<file path="config.mk">
export PLATFORM = sky130hd
export DESIGN_NAME = frac_baud_gen
export DESIGN_NICKNAME = d
export VERILOG_FILES = /design/src/rtl/fbg_pkg.sv /design/src/rtl/fbg_prescaler.sv /design/src/rtl/fbg_jitter_sel.sv /design/src/rtl/fbg_bit_seq.sv /design/src/rtl/frac_baud_gen.sv
export SDC_FILE = /design/constraint.sdc
export NUM_CORES = 1
export LEC_CHECK = 0
export ABC_CLOCK_PERIOD_IN_PS = 3800
export BUFFER_PORTS_ARGS = -buffer_cell sky130_fd_sc_hd__buf_4
export CORE_MARGIN = 2
export CORE_UTILIZATION = 52
export CTS_CLUSTER_SIZE = 28
export DETAILED_ROUTE_END_ITERATION = 8
export PLACE_DENSITY = 0.79
export SYNTH_ARGS = -nofsm -noshare
export SYNTH_HDL_FRONTEND = slang
export SYNTH_SLANG_ARGS = --single-unit
export TNS_END_PERCENT = 5
</file>
<file path="constraint.sdc">
create_clock -name clk -period 3.8 [get_ports clk]
set_clock_uncertainty 0.05 [all_clocks]
set_input_delay 0.57 -clock clk [delete_from_list [all_inputs] [get_ports clk]]
set_output_delay 0.57 -clock clk [all_outputs]
set_load 0.01 [all_outputs]
</file>
<file path="src/rtl/fbg_pkg.sv">
package fbg_pkg;

  localparam int SUBS_PER_BIT = 16;
  localparam int SUB_W        = 5;

  typedef enum logic [1:0] {
    JC_NOMINAL = 2'b00,
    JC_WIDEN   = 2'b01,
    JC_NARROW  = 2'b10,
    JC_SPARE   = 2'b11
  } jit_code_e;

  // Index of the final sample interval of a bit for a given code.
  function automatic logic [SUB_W-1:0] final_sub(input jit_code_e code);
    case (code)
      JC_WIDEN:  final_sub = SUB_W'(SUBS_PER_BIT);
      JC_NARROW: final_sub = SUB_W'(SUBS_PER_BIT - 2);
      default:   final_sub = SUB_W'(SUBS_PER_BIT - 1);
    endcase
  endfunction

endpackage

</file>
<file path="src/rtl/fbg_prescaler.sv">
module fbg_prescaler #(
  parameter int DIV_W = 8
) (
  input  logic             clk,
  input  logic             rst_n,
  input  logic             run,
  input  logic             restart,
  input  logic [DIV_W-1:0] div_val,
  output logic             tick
);

  logic [DIV_W-1:0] pre_q, pre_d;
  logic             pre_en;

  assign tick   = run && (pre_q == div_val);
  assign pre_en = restart || run;

  always_comb begin
    pre_d = pre_q;
    if (restart)   pre_d = '0;
    else if (tick) pre_d = '0;
    else if (run)  pre_d = pre_q + 1'b1;
  end

  always_ff @(posedge clk or negedge rst_n) begin
    if (!rst_n)      pre_q <= '0;
    else if (pre_en) pre_q <= pre_d;
  end

  // the interval counter never runs past the divisor while active
  a_r2_pre_bound: assert property (@(posedge clk) disable iff (!rst_n)
    run |-> (pre_q <= div_val));

  // with a divisor above zero, ticks are never back to back
  a_r2_tick_gap: assert property (@(posedge clk) disable iff (!rst_n)
    (tick && div_val != '0 && !restart) |=> !tick);

endmodule

</file>
<file path="src/rtl/fbg_jitter_sel.sv">
module fbg_jitter_sel
  import fbg_pkg::*;
#(
  parameter int MAX_BITS = 12,
  parameter int IDX_W    = 4
) (
  input  logic [2*MAX_BITS-1:0] jit_pattern,
  input  logic [IDX_W-1:0]      bit_idx,
  output logic [SUB_W-1:0]      last_sub
);

  jit_code_e code_arr [MAX_BITS];
  jit_code_e cur_code;

  for (genvar g = 0; g < MAX_BITS; g++) begin : g_field
    assign code_arr[g] = jit_code_e'(jit_pattern[2*g +: 2]);
  end

  always_comb begin
    cur_code = JC_NOMINAL;
    for (int i = 0; i < MAX_BITS; i++) begin
      if (bit_idx == IDX_W'(i)) cur_code = code_arr[i];
    end
  end

  assign last_sub = final_sub(cur_code);

endmodule

</file>
<file path="src/rtl/fbg_bit_seq.sv">
module fbg_bit_seq
  import fbg_pkg::*;
#(
  parameter int IDX_W = 4
) (
  input  logic             clk,
  input  logic             rst_n,
  input  logic             restart,
  input  logic [IDX_W-1:0] len_in,
  input  logic             tick,
  input  logic [SUB_W-1:0] last_sub,
  output logic             active,
  output logic             bit_end,
  output logic [IDX_W-1:0] bit_idx
);

  logic             act_q, act_d;
  logic [SUB_W-1:0] sub_q, sub_d;
  logic [IDX_W-1:0] idx_q, idx_d;
  logic [IDX_W-1:0] len_q, len_d;
  logic             last_bit;
  logic             seq_en;

  assign bit_end  = act_q && tick && (sub_q == last_sub);
  assign last_bit = (idx_q == len_q - 1'b1);
  assign seq_en   = restart || (act_q && tick);

  always_comb begin
    act_d = act_q;
    sub_d = sub_q;
    idx_d = idx_q;
    len_d = len_q;
    if (restart) begin
      act_d = 1'b1;
      sub_d = '0;
      idx_d = '0;
      len_d = len_in;
    end else if (act_q && tick) begin
      if (bit_end) begin
        sub_d = '0;
        if (last_bit) begin
          act_d = 1'b0;
          idx_d = '0;
        end else begin
          idx_d = idx_q + 1'b1;
        end
      end else begin
        sub_d = sub_q + 1'b1;
      end
    end
  end

  always_ff @(posedge clk or negedge rst_n) begin
    if (!rst_n) begin
      act_q <= 1'b0;
      sub_q <= '0;
      idx_q <= '0;
      len_q <= '0;
    end else if (seq_en) begin
      act_q <= act_d;
      sub_q <= sub_d;
      idx_q <= idx_d;
      len_q <= len_d;
    end
  end

  assign active  = act_q;
  assign bit_idx = idx_q;

  // the bit index stays inside the captured frame length
  a_r4_idx_in_frame: assert property (@(posedge clk) disable iff (!rst_n)
    act_q |-> (idx_q < len_q));

  // the sample interval count never exceeds the widened bit
  a_r3_sub_bound: assert property (@(posedge clk) disable iff (!rst_n)
    act_q |-> (sub_q <= SUB_W'(SUBS_PER_BIT)));

  // the end of the final bit leads to idle
  a_r5_end_to_idle: assert property (@(posedge clk) disable iff (!rst_n)
    (bit_end && last_bit && !restart) |=> !act_q);

  // a non-final bit end moves to the next index
  a_r4_idx_step: assert property (@(posedge clk) disable iff (!rst_n)
    (bit_end && !last_bit && !restart) |=> (idx_q == $past(idx_q) + 1'b1));

endmodule

</file>
<file path="src/rtl/frac_baud_gen.sv">
module frac_baud_gen
  import fbg_pkg::*;
#(
  parameter int DIV_W    = 8,
  parameter int MAX_BITS = 12,
  parameter int IDX_W    = $clog2(MAX_BITS + 1)
) (
  input  logic                  clk,
  input  logic                  rst_n,
  input  logic [DIV_W-1:0]      div_val,
  input  logic [2*MAX_BITS-1:0] jit_pattern,
  input  logic [IDX_W-1:0]      frame_len,
  input  logic                  frame_start,
  output logic                  sample_tick,
  output logic                  bit_end,
  output logic [IDX_W-1:0]      bit_idx,
  output logic                  busy
);

  localparam logic [IDX_W-1:0] LEN_CAP = IDX_W'(MAX_BITS);

  logic             restart;
  logic [IDX_W-1:0] len_eff;
  logic             active;
  logic             tick;
  logic [SUB_W-1:0] last_sub;
  logic [IDX_W-1:0] idx;

  assign restart = frame_start && (frame_len != '0);
  assign len_eff = (frame_len > LEN_CAP) ? LEN_CAP : frame_len;

  fbg_prescaler #(.DIV_W(DIV_W)) u_pre (
    .clk     (clk),
    .rst_n   (rst_n),
    .run     (active),
    .restart (restart),
    .div_val (div_val),
    .tick    (tick)
  );

  fbg_jitter_sel #(.MAX_BITS(MAX_BITS), .IDX_W(IDX_W)) u_jit (
    .jit_pattern (jit_pattern),
    .bit_idx     (idx),
    .last_sub    (last_sub)
  );

  fbg_bit_seq #(.IDX_W(IDX_W)) u_seq (
    .clk      (clk),
    .rst_n    (rst_n),
    .restart  (restart),
    .len_in   (len_eff),
    .tick     (tick),
    .last_sub (last_sub),
    .active   (active),
    .bit_end  (bit_end),
    .bit_idx  (idx)
  );

  assign sample_tick = tick;
  assign bit_idx     = idx;
  assign busy        = active;

  // no strobe pulses while idle
  a_r5_quiet_idle: assert property (@(posedge clk) disable iff (!rst_n)
    !busy |-> (!sample_tick && !bit_end));

  // an accepted start always lands on bit 0 of a running frame
  a_r6_restart: assert property (@(posedge clk) disable iff (!rst_n)
    restart |=> (busy && bit_idx == '0));

  // a zero-length start leaves an idle block idle
  a_r7_zero_len: assert property (@(posedge clk) disable iff (!rst_n)
    (frame_start && frame_len == '0 && !busy) |=> !busy);

  // a bit boundary is always a sample tick
  a_r4_end_on_tick: assert property (@(posedge clk) disable iff (!rst_n)
    bit_end |-> sample_tick);

endmodule

</file>
==> results of run 1 <==
==> power by group through the flow <==
stage	registers [mW]	logic [mW]	clock network (mW)
floorplan	0.255	0.0545	0
global placement	0.256	0.0985	0
detailed placement	0.257	0.102	0
CTS	0.253	0.103	0.184
global route	0.255	0.114	0.193
finish	0.253	0.103	0.183
==> final timing paths <==
kind / from / end / slack [ns] / cells after the start
min: rst_n / u_pre.pre_q[2] / 0.06 / 1
min reg2reg: u_seq.len_q[3] / u_seq.len_q[3] / 0.51 / 1
max: u_seq.bit_idx[1] / bit_end / 0.20 / 13
min in group clk: frame_len[0] / u_seq.len_q[0] / 0.44 / 3
max reg2reg: u_seq.bit_idx[1] / u_seq.bit_idx[2] / 0.50 / 13
max in group asynchronous: rst_n / u_seq.bit_idx[1] / 3.40 / 1
==> flip-flops by register name (all words and copies together), names as in the netlist <==
signal         flops
u_seq.len_q        4
u_seq.active       1
u_seq.sub_q        5
u_seq.bit_idx      4
u_pre.pre_q        8
==> placed cells by master (no fill, tap or decap), types with 3 or more instances in the layout <==
cell       n
ha_1       4
nor2_1    14
o22ai_1    9
nand2b_1   3
a21oi_1    9
nand4_1    4
nor3_1     6
xor2_1    14
inv_1     11
buf_4     46
ha_2       3
a31oi_1    4
dfrtp_1   21
clkbuf_4   3
and3_1     4
o21ai_0    4
xnor2_1    6
nand3_1    9
nand2_1   14
a32o_1     3
or3_1      4
==> through the flow <==
stage	utilization	hold slack [ns]	cells
finish	0.697	0.0630	277
global route	0.697	0.0702	277
CTS	0.687	0.0674	277
detailed placement	0.669	0.426	273
global placement	0.669	0.420	273
floorplan	-	0.224	190
==> critical path, stage by stage, from the launching register on <==
cell and delay, ns:
dfrtp_2 0.48, inv_1 0.12, ha_2 0.29, a211o_1 0.15
a31oi_1 0.04, o32a_1 0.35, o22ai_1 0.18, o31ai_1 0.10
ha_1 0.20, nand4b_1 0.16, nor2_1 0.20, o21ai_2 0.14
nor2_1 0.12, buf_4 0.13
==> what timing repair did <==
item,4_1_cts,5_1_grt
setup endpoints to repair,1,1
resized for setup,2,7
gates cloned,0,0
hold buffers,0,0
==> logic make-up (layout without fill, tap and decap cells) <==
family,count (synthesis),in the layout,synth area share
XOR/XNOR,20,20,0.105
flip-flops,22,22,0.330
AND/OR/NAND/NOR,71,71,0.243
buffers and inverters,19,62,0.0442
AO/OA/AOI/OAI,50,50,0.218
adder cells (fa/ha/maj),8,8,0.0599
==> synthesized netlist by cell type (2+ instances only) <==
cell	number	share of area
inv_1	11	0.025
o22ai_1	9	0.034
xor2_1	14	0.073
and3_1	4	0.015
or3_1	4	0.015
dfrtp_1	22	0.33
a32o_1	3	0.018
nand3_1	9	0.027
xnor2_1	6	0.031
a31oi_1	4	0.015
nand2_1	14	0.031
a22o_1	2	0.010
clkbuf_1	5	0.011
nand4_1	4	0.015
a211o_1	2	0.010
a31o_2	2	0.010
buf_2	2	0.0060
ha_1	8	0.060
nor3_1	6	0.018
o21ai_0	5	0.015
nor2_1	14	0.031
nand2b_1	3	0.011
a21oi_1	9	0.027
==> layout make-up <==
class,count,area [µm²]
Tap cell,44,55.1
Clock inverter,1,30.0
Inverter,12,45.0
Fill cell,253,925
Sequential cell,22,552
Timing Repair Buffer,46,345
Multi-Input combinational cell,149,1080
Clock buffer,3,22.5
==> routing by layer <==
layer  GRT usage  part of all wire  up-vias
met5           0                 0        -
li1            -                 -      791
met3      0.0192             0.052        4
met1       0.289              0.42      772
met4       0.106            0.0088        0
met2       0.436              0.52       58
==> out/metrics.cfg, run 1 <==
[outcome]
status=finished clean

[power_and_ir_drop]
static-leakage-power_nw=0.999
internal_power_uw=403
power.density_nw_per_um2=253
irDropWorstVdd_mv=0.249
power.share.clock=0.339
p_comb_frac=0.191
p_total_uw=539
power_frac_seq=0.470
power.switching_uw=136
p_sw_frac=0.251

[flow_run]
cap_viol_max_count=0

[drt]
wl_um=4070
drc_errors=0
first_pass_iters=6
vias=1625
drtAntennaViolNets=0
wl_per_cell_um=14.7
drtIter0Drc=119
vias_per_cell=5.87

[global_routing]
grt_use_total=0.240
first_global_vias=1648
grt_overflow=0
grt_start_max_net_pins=23
grt_first_pass_wirelength_um=6780
antenna_found_initial=0

[sta]
post-route-min-period_ns=3.60
tightest_slew_ns=0.438
max_freq_mhz=278
setup_tns_ns=0
slew_violations=0
relSlewSlack=0.708
setup_viol=0
hold_violations=0
fin_ws_ns=0.205
finalCritPeriodShare=0.946
grt_setup_unrepaired=false

[placement]
gp_congestion=0.927
numPortBuffers=45
place_area_um2=2040
pre_cts_slack_ns=0.283
dpl.hpwl_um=3180

[die]
rows=20
dieArea_um2=3680
ioPinCount=46
chipHeight_um=60.7
core-area_um2=3050
start_util=0.547
die_w_um=60.7

[synth]
synth_flop_cell=dfrtp_1
ys_warn_count=0
synth_area_um2=1670
ys_ff_latch=22
synth-edff-count=0
synth_cells=190
ys_async_sr_fraction=1.00
ys_seq_area_frac=0.330
syn_nets=237
synth.avg_cell_area_um2=8.79
ys_types=51

[worst_setup_path]
cp-start-kind=flip-flop
critPathArrivalTime_ns=2.98
crit_required_ns=3.18
crit_type=flip-flop to output port
end_kind=output port
crit_fanout=10

[finish]
postLayoutCellArea_um2=2130
syn2layout_area_growth_pct=27.4
antenna_cells=0
drive_above_1_share=0.296
fin_nets=281

[clocking]
clk_pin_slew_ns=0.13
clk_path_buf_depth=2
clock_latency_ns=0.32
cts_tree=done
clock-root-buffer=clkbuf_4
clock-sinks=22
htreeDepth=1
cts_made_buffers=3
post-cts-setup-buffer-count=0

[min_path]
holdCritPathClass=input port to asynchronous set/reset pin

Power figures use the tool's default switching activity.
==> run 2, diff against run 1 <==
--- a/config.mk
+++ b/config.mk
@@ -11,6 +11,7 @@
 export CORE_UTILIZATION = 52
 export CTS_CLUSTER_SIZE = 28
 export DETAILED_ROUTE_END_ITERATION = 8
+export GPL_TIMING_DRIVEN = 0
 export PLACE_DENSITY = 0.79
 export SYNTH_ARGS = -nofsm -noshare
 export SYNTH_HDL_FRONTEND = slang
==> run 2 against run 1 <==
  * Flip-flop and latch count is the same
  * Utilization shrank 0.61 points
  * Routed wire length shrank 5.4%
  * Total power shrank 14%
  * Clock-buffer cell count is the same
  * Combinational power is essentially flat
  * Sequential share of layout area grew 0.29 points
  * Critical path type unchanged
  * Highest routed layer unchanged
==> out/metrics.cfg, run 2 (synthesized netlist as in run 1, its figures left out) <==
[drt]
first_pass_iters=4  ; was 6
drc_errors=0  ; unchanged
vias=1603  ; was 1,625
vias_per_cell=5.70  ; was 5.87
drtIter0Drc=78  ; was 119
drtAntennaViolNets=0  ; unchanged
wl_per_cell_um=13.7  ; was 14.7 µm
wl_um=3850  ; was 4070 µm

[finish]
final_cell_mix=buf_4 (46), dfrtp_1 (20), nand2_1 (14), xor2_1 (14), nor2_1 (13)  ; was buf_4 (46), dfrtp_1 (21), nand2_1 (14), nor2_1 (14), xor2_1 (14)
reg.largest.list=u_pre.pre_q: 8 flops, u_seq.sub_q: 5 flops  ; unchanged
fin_nets=286  ; was 281
final_common_cell=buf_4  ; unchanged
drive_above_1_share=0.304  ; was 0.296
largest_reg_flops=8  ; unchanged
syn2layout_area_growth_pct=26.3  ; was 27.4%
post-route-util=0.691  ; was 0.697
antenna_cells=0  ; unchanged
top_register=u_pre.pre_q  ; unchanged

[worst_setup_path]
r2r_start=u_seq.bit_idx[0]  ; was u_seq.bit_idx[1]
crit_slowest_cell=dfrtp_2  ; unchanged
cp-startpoint=u_seq.bit_idx[0]  ; was u_seq.bit_idx[1]
crit_fanout=8  ; was 10
path_delay_family=compound AO/OA/AOI/OAI gates  ; unchanged
end_kind=output port  ; unchanged
cp_num_buf_inv=3  ; was 2
crit_type=flip-flop to output port  ; unchanged
crit_required_ns=3.18  ; about the same
cp-start-kind=flip-flop  ; unchanged
cp_common_cell=ha_1  ; was nor2_1
slowest_delay_ns=0.47  ; was 0.48 ns
critPathArrivalTime_ns=2.98  ; about the same
path_cells=inv_1 -> ha_1 -> clkbuf_1 -> a31oi_1 -> o32a_1 -> o22ai_1 -> o31ai_1 -> ha_1 -> nand4b_1 -> nor2_2 -> o21ai_2 -> nor2_1 -> buf_4  ; was inv_1 -> ha_2 -> a211o_1 -> a31oi_1 -> o32a_1 -> o22ai_1 -> o31ai_1 -> ha_1 -> nand4b_1 -> nor2_1 -> o21ai_2 -> nor2_1 -> buf_4
r2r_slack_ns=0.46  ; was 0.50 ns

[clocking]
htreeDepth=1  ; unchanged
clock-sinks=22  ; unchanged
cts_tree=done  ; unchanged
clk_pin_slew_ns=0.12  ; was 0.13 ns
clk_path_buf_depth=2  ; unchanged
cts_made_buffers=3  ; unchanged
holdBufCountCts=0  ; unchanged
clock-root-buffer=clkbuf_4  ; unchanged
clock_latency_ns=0.31  ; was 0.32 ns

[flow_run]
cap_viol_max_count=0  ; unchanged

[global_routing]
grt_start_max_net_pins=23  ; unchanged
grt_overflow=0  ; unchanged
antenna_found_initial=0  ; unchanged
first_global_vias=1461  ; was 1,648
grt_first_pass_wirelength_um=6260  ; was 6780 µm
grt_use_total=0.223  ; was 0.240

[power_and_ir_drop]
p_comb_frac=0.222  ; was 0.191
static-leakage-power_nw=1.00  ; was 0.999 nW
power.switching_uw=127  ; was 136 µW
irDropWorstVdd_mv=0.199  ; was 0.249 mV
power_frac_seq=0.548  ; was 0.470
power.density_nw_per_um2=218  ; was 253 nW/µm²
p_sw_frac=0.276  ; was 0.251
power.share.clock=0.230  ; was 0.339
internal_power_uw=334  ; was 403 µW

[sta]
max_freq_mhz=277  ; was 278 MHz
fin_ws_ns=0.196  ; was 0.205 ns
grt_setup_unrepaired=false  ; unchanged
setup_viol=0  ; unchanged
slew_violations=0  ; unchanged
relSlewSlack=0.650  ; was 0.708
tightest_slew_ns=0.522  ; was 0.438 ns
setup_tns_ns=0  ; unchanged
finalCritPeriodShare=0.948  ; was 0.946
hold_violations=0  ; unchanged
post-route-min-period_ns=3.60  ; about the same

[placement]
gp_congestion=0.846  ; was 0.927
pre_cts_slack_ns=0.141  ; was 0.283 ns
numPortBuffers=45  ; unchanged
dpl.hpwl_um=2960  ; was 3180 µm

[die]
chipHeight_um=60.7  ; unchanged
dieArea_um2=3680  ; unchanged
die_w_um=60.7  ; unchanged
ioPinCount=46  ; unchanged
core-area_um2=3050  ; unchanged
rows=20  ; unchanged
start_util=0.547  ; unchanged

[min_path]
holdCritPathClass=input port to asynchronous set/reset pin  ; unchanged

[outcome]
status=finished clean  ; unchanged

-- run 2: path summary, 6_finish.rpt --
kind / to / cells past startpoint
min in group clk: u_seq.len_q[2] / 2
setup reg to reg: u_seq.bit_idx[2] / 13
hold / removal: u_pre.pre_q[2] / 1
hold reg to reg: u_seq.len_q[3] / 1
max in group asynchronous: u_seq.bit_idx[0] / 1
setup / recovery: bit_end / 13
-- run 2: stage by stage --
stage / instance area, µm² / power [mW] / hold slack (ns) / cells
2_1_floorplan: 1670 / 0.309 / 0.224 / 190
3_3_place_gp: 2060 / 0.357 / 0.426 / 279
3_5_place_dp: 2060 / 0.359 / 0.425 / 279
4_1_cts: 2080 / 0.464 / 0.0793 / 280
5_1_grt: 2110 / 0.486 / 0.0778 / 281
6_report: 2110 / 0.461 / 0.0692 / 281
-- run 2: metal layers --
| metal | vias to the layer above | global-route usage | wire length (µm) |
|---|---|---|---|
| met1 | 747 | 0.298 | 1760 |
| met2 | 48 | 0.384 | 1840 |
| met5 | - | 0 | 0 |
| met3 | 6 | 0.0192 | 198 |
| li1 | 802 | - | - |
| met4 | 0 | 0.0745 | 58 |
-- run 2: power groups by stage --
stage / Combinational, mW / Sequential [mW] / Clock [mW]
global placement: 0.100 / 0.257 / 0
global route: 0.114 / 0.254 / 0.118
detailed placement: 0.102 / 0.257 / 0
CTS: 0.102 / 0.252 / 0.109
floorplan: 0.0545 / 0.255 / 0
finish: 0.102 / 0.253 / 0.106
-- run 2: layout make-up --
| type | instances | area [µm²] |
|---|---|---|
| multi-input cells | 149 | 1070 |
| clock buffers | 3 | 22.5 |
| repair buffers | 46 | 345 |
| plain buffers | 5 | 22.5 |
| well taps | 44 | 55.1 |
| fillers | 272 | 943 |
| flip-flops and latches | 22 | 553 |
| inverters | 12 | 45.0 |
-- run 2: what timing repair did --
action	in CTS	in global routing
resized for setup	2	9
endpoints found under the setup margin	1	1
buffers inserted	0	1
==> run 3, diff against run 2 <==
--- a/config.mk
+++ b/config.mk
@@ -13,6 +13,7 @@
 export DETAILED_ROUTE_END_ITERATION = 8
 export GPL_TIMING_DRIVEN = 0
 export PLACE_DENSITY = 0.79
+export REMOVE_ABC_BUFFERS = 1
 export SYNTH_ARGS = -nofsm -noshare
 export SYNTH_HDL_FRONTEND = slang
 export SYNTH_SLANG_ARGS = --single-unit
==> run 3 against run 2 <==
  * Sequential power barely moved
  * Via count up 1.9%
  * Critical path depth shrank 1
  * Cell count is 2.1% lower
  * Worst setup slack improved by 0.020 ns
  * Flip-flop and latch count unchanged
  * Die area unchanged
  * Clock power about the same
  * Critical path type unchanged
  * Critical endpoint unchanged
==> out/metrics.cfg, run 3 (synthesized netlist as in run 1, its figures left out) <==
[finish]
reg.largest.list=u_pre.pre_q: 8 flops, u_seq.sub_q: 5 flops  ; unchanged
antenna_cells=0  ; unchanged
seq_area_um2=553  ; unchanged
multi_input_area_um2=1090  ; was 1070 µm²
final_common_cell=buf_4  ; unchanged
stdcell_count=275  ; was 281
drive_above_1_share=0.294  ; was 0.304
syn2layout_area_growth_pct=25.8  ; was 26.3%
top_register=u_pre.pre_q  ; unchanged
n_fill_cell=261  ; was 272
largest_reg_flops=8  ; unchanged
fin_nets=280  ; was 286
final_cell_mix=buf_4 (45), dfrtp_1 (20), nand2_1 (14), nor2_1 (14), xor2_1 (14)  ; was buf_4 (46), dfrtp_1 (20), nand2_1 (14), xor2_1 (14), nor2_1 (13)

[clocking]
cts_tree=done  ; unchanged
clock_latency_ns=0.30  ; was 0.31 ns
clk_path_buf_depth=2  ; unchanged
clock-sinks=22  ; unchanged
clock-root-buffer=clkbuf_4  ; unchanged
holdBufCountCts=0  ; unchanged
htreeDepth=1  ; unchanged
cts_made_buffers=3  ; unchanged
post-cts-setup-buffer-count=0  ; unchanged
clk_pin_slew_ns=0.12  ; about the same

[global_routing]
grt_use_total=0.243  ; was 0.223
grt_first_pass_wirelength_um=6740  ; was 6260 µm
grt_overflow=0  ; unchanged
first_global_vias=1657  ; was 1,461
antenna_found_initial=0  ; unchanged
grt_start_max_net_pins=23  ; unchanged

[drt]
met1_length_um=1730  ; was 1760 µm
wl_per_cell_um=15.2  ; was 13.7 µm
wl_um=4180  ; was 3850 µm
drc_errors=0  ; unchanged
highest_layer=met4  ; unchanged
vias=1634  ; was 1,603
vias_per_cell=5.94  ; was 5.70
drtAntennaViolNets=0  ; unchanged
first_pass_iters=4  ; unchanged
drtIter0Drc=107  ; was 78
wl_met2_um=2200  ; was 1840 µm
dr_wl_met3_um=226  ; was 198 µm

[die]
core-area_um2=3050  ; unchanged
ioPinCount=46  ; unchanged
start_util=0.547  ; unchanged
die_w_um=60.7  ; unchanged
dieArea_um2=3680  ; unchanged
chipHeight_um=60.7  ; unchanged
rows=20  ; unchanged

[power_and_ir_drop]
power_frac_seq=0.550  ; was 0.548
p_sw_frac=0.279  ; was 0.276
p_comb_frac=0.223  ; was 0.222
power.share.clock=0.227  ; was 0.230
irDropWorstVdd_mv=0.181  ; was 0.199 mV
internal_power_uw=333  ; was 334 µW
power.density_nw_per_um2=219  ; was 218 nW/µm²
p_total_uw=461  ; about the same
static-leakage-power_nw=0.980  ; was 1.00 nW
power.switching_uw=128  ; was 127 µW

[flow_run]
cap_viol_max_count=0  ; unchanged

[sta]
grt_setup_unrepaired=false  ; unchanged
setup_tns_ns=0  ; unchanged
finalCritPeriodShare=0.943  ; was 0.948
tightest_slew_ns=1.15  ; was 0.522 ns
post-route-min-period_ns=3.58  ; was 3.60 ns
relSlewSlack=0.231  ; was 0.650
hold_violations=0  ; unchanged
setup_viol=0  ; unchanged
slew_violations=0  ; unchanged
max_freq_mhz=279  ; was 277 MHz

[worst_setup_path]
r2r_end=u_seq.bit_idx[2]  ; unchanged
crit_fanout=8  ; unchanged
critPathArrivalTime_ns=2.96  ; was 2.98 ns
r2r_start=u_seq.bit_idx[0]  ; unchanged
end_kind=output port  ; unchanged
crit_type=flip-flop to output port  ; unchanged
crit_required_ns=3.18  ; about the same
r2r_cells=12  ; was 13
cp-start-kind=flip-flop  ; unchanged
r2r_slack_ns=0.54  ; was 0.46 ns

[placement]
numPortBuffers=45  ; unchanged
gp_congestion=0.863  ; was 0.846
dpl.hpwl_um=3100  ; was 2960 µm
dp_cells=272  ; was 279

[min_path]
holdCritPathClass=input port to asynchronous set/reset pin  ; unchanged

[outcome]
status=finished clean  ; unchanged

[run 3: how the worst max path moves through the flow]
stage | startpoint | slack, ns | endpoint
after floorplan | u_seq.bit_idx[1] | 0.62 | bit_end
after global placement | u_seq.bit_idx[1] | 0.35 | bit_end
after detailed placement | u_seq.bit_idx[1] | 0.26 | bit_end
after CTS | u_seq.bit_idx[1] | 0.05 | bit_end
after global routing | u_seq.bit_idx[0] | 0.02 | bit_end
final | u_seq.bit_idx[0] | 0.22 | bit_end
[run 3: critical path, stage by stage, from the launching register on]
cell      delay (ns)
dfrtp_2         0.49
inv_1           0.17
ha_2            0.29
a31oi_1         0.10
o32a_1          0.36
o22ai_1         0.16
o31ai_1         0.09
ha_1            0.20
nand4b_1        0.18
nor2_1          0.22
o21ai_2         0.14
nor2_1          0.11
buf_4           0.13
[run 3: metal layers]
| layer | global-route usage | vias to the layer above |
|---|---|---|
| met5 | 0 | - |
| met4 | 0.118 | 0 |
| met3 | 0.0235 | 4 |
| met2 | 0.450 | 66 |
| met1 | 0.278 | 778 |
| li1 | - | 786 |
[run 3: area by class of cell]
class | count | share of cell area
Clock buffer | 3 | 0.0107
Inverter | 12 | 0.0214
Multi-Input combinational cell | 149 | 0.518
Sequential cell | 22 | 0.263
Tap cell | 44 | 0.0262
Timing Repair Buffer | 45 | 0.161
[run 3: repair_timing]
item                                    CTS  global route
resized for setup                         1            10
endpoints found under the setup margin    1             1
pin swaps                                 0             0
[run 3: power groups by stage]
| stage | sequential, mW | combinational [mW] | clock (mW) |
|---|---|---|---|
| finish | 0.254 | 0.103 | 0.105 |
| global route | 0.255 | 0.112 | 0.116 |
| CTS | 0.253 | 0.102 | 0.105 |
| detailed placement | 0.258 | 0.101 | 0 |
| global placement | 0.257 | 0.0974 | 0 |
| floorplan | 0.255 | 0.0535 | 0 |
[run 3: stage by stage]
stage	hold WS [ns]	utilization	cell area, µm²	worst slack (ns)
finish	0.0790	0.689	2100	0.216
floorplan	0.224	-	1640	0.622
global route	0.0806	0.689	2100	0.0250
CTS	0.0868	0.674	2060	0.0457
global placement	0.421	0.666	2030	0.348
detailed placement	0.423	0.666	2030	0.262
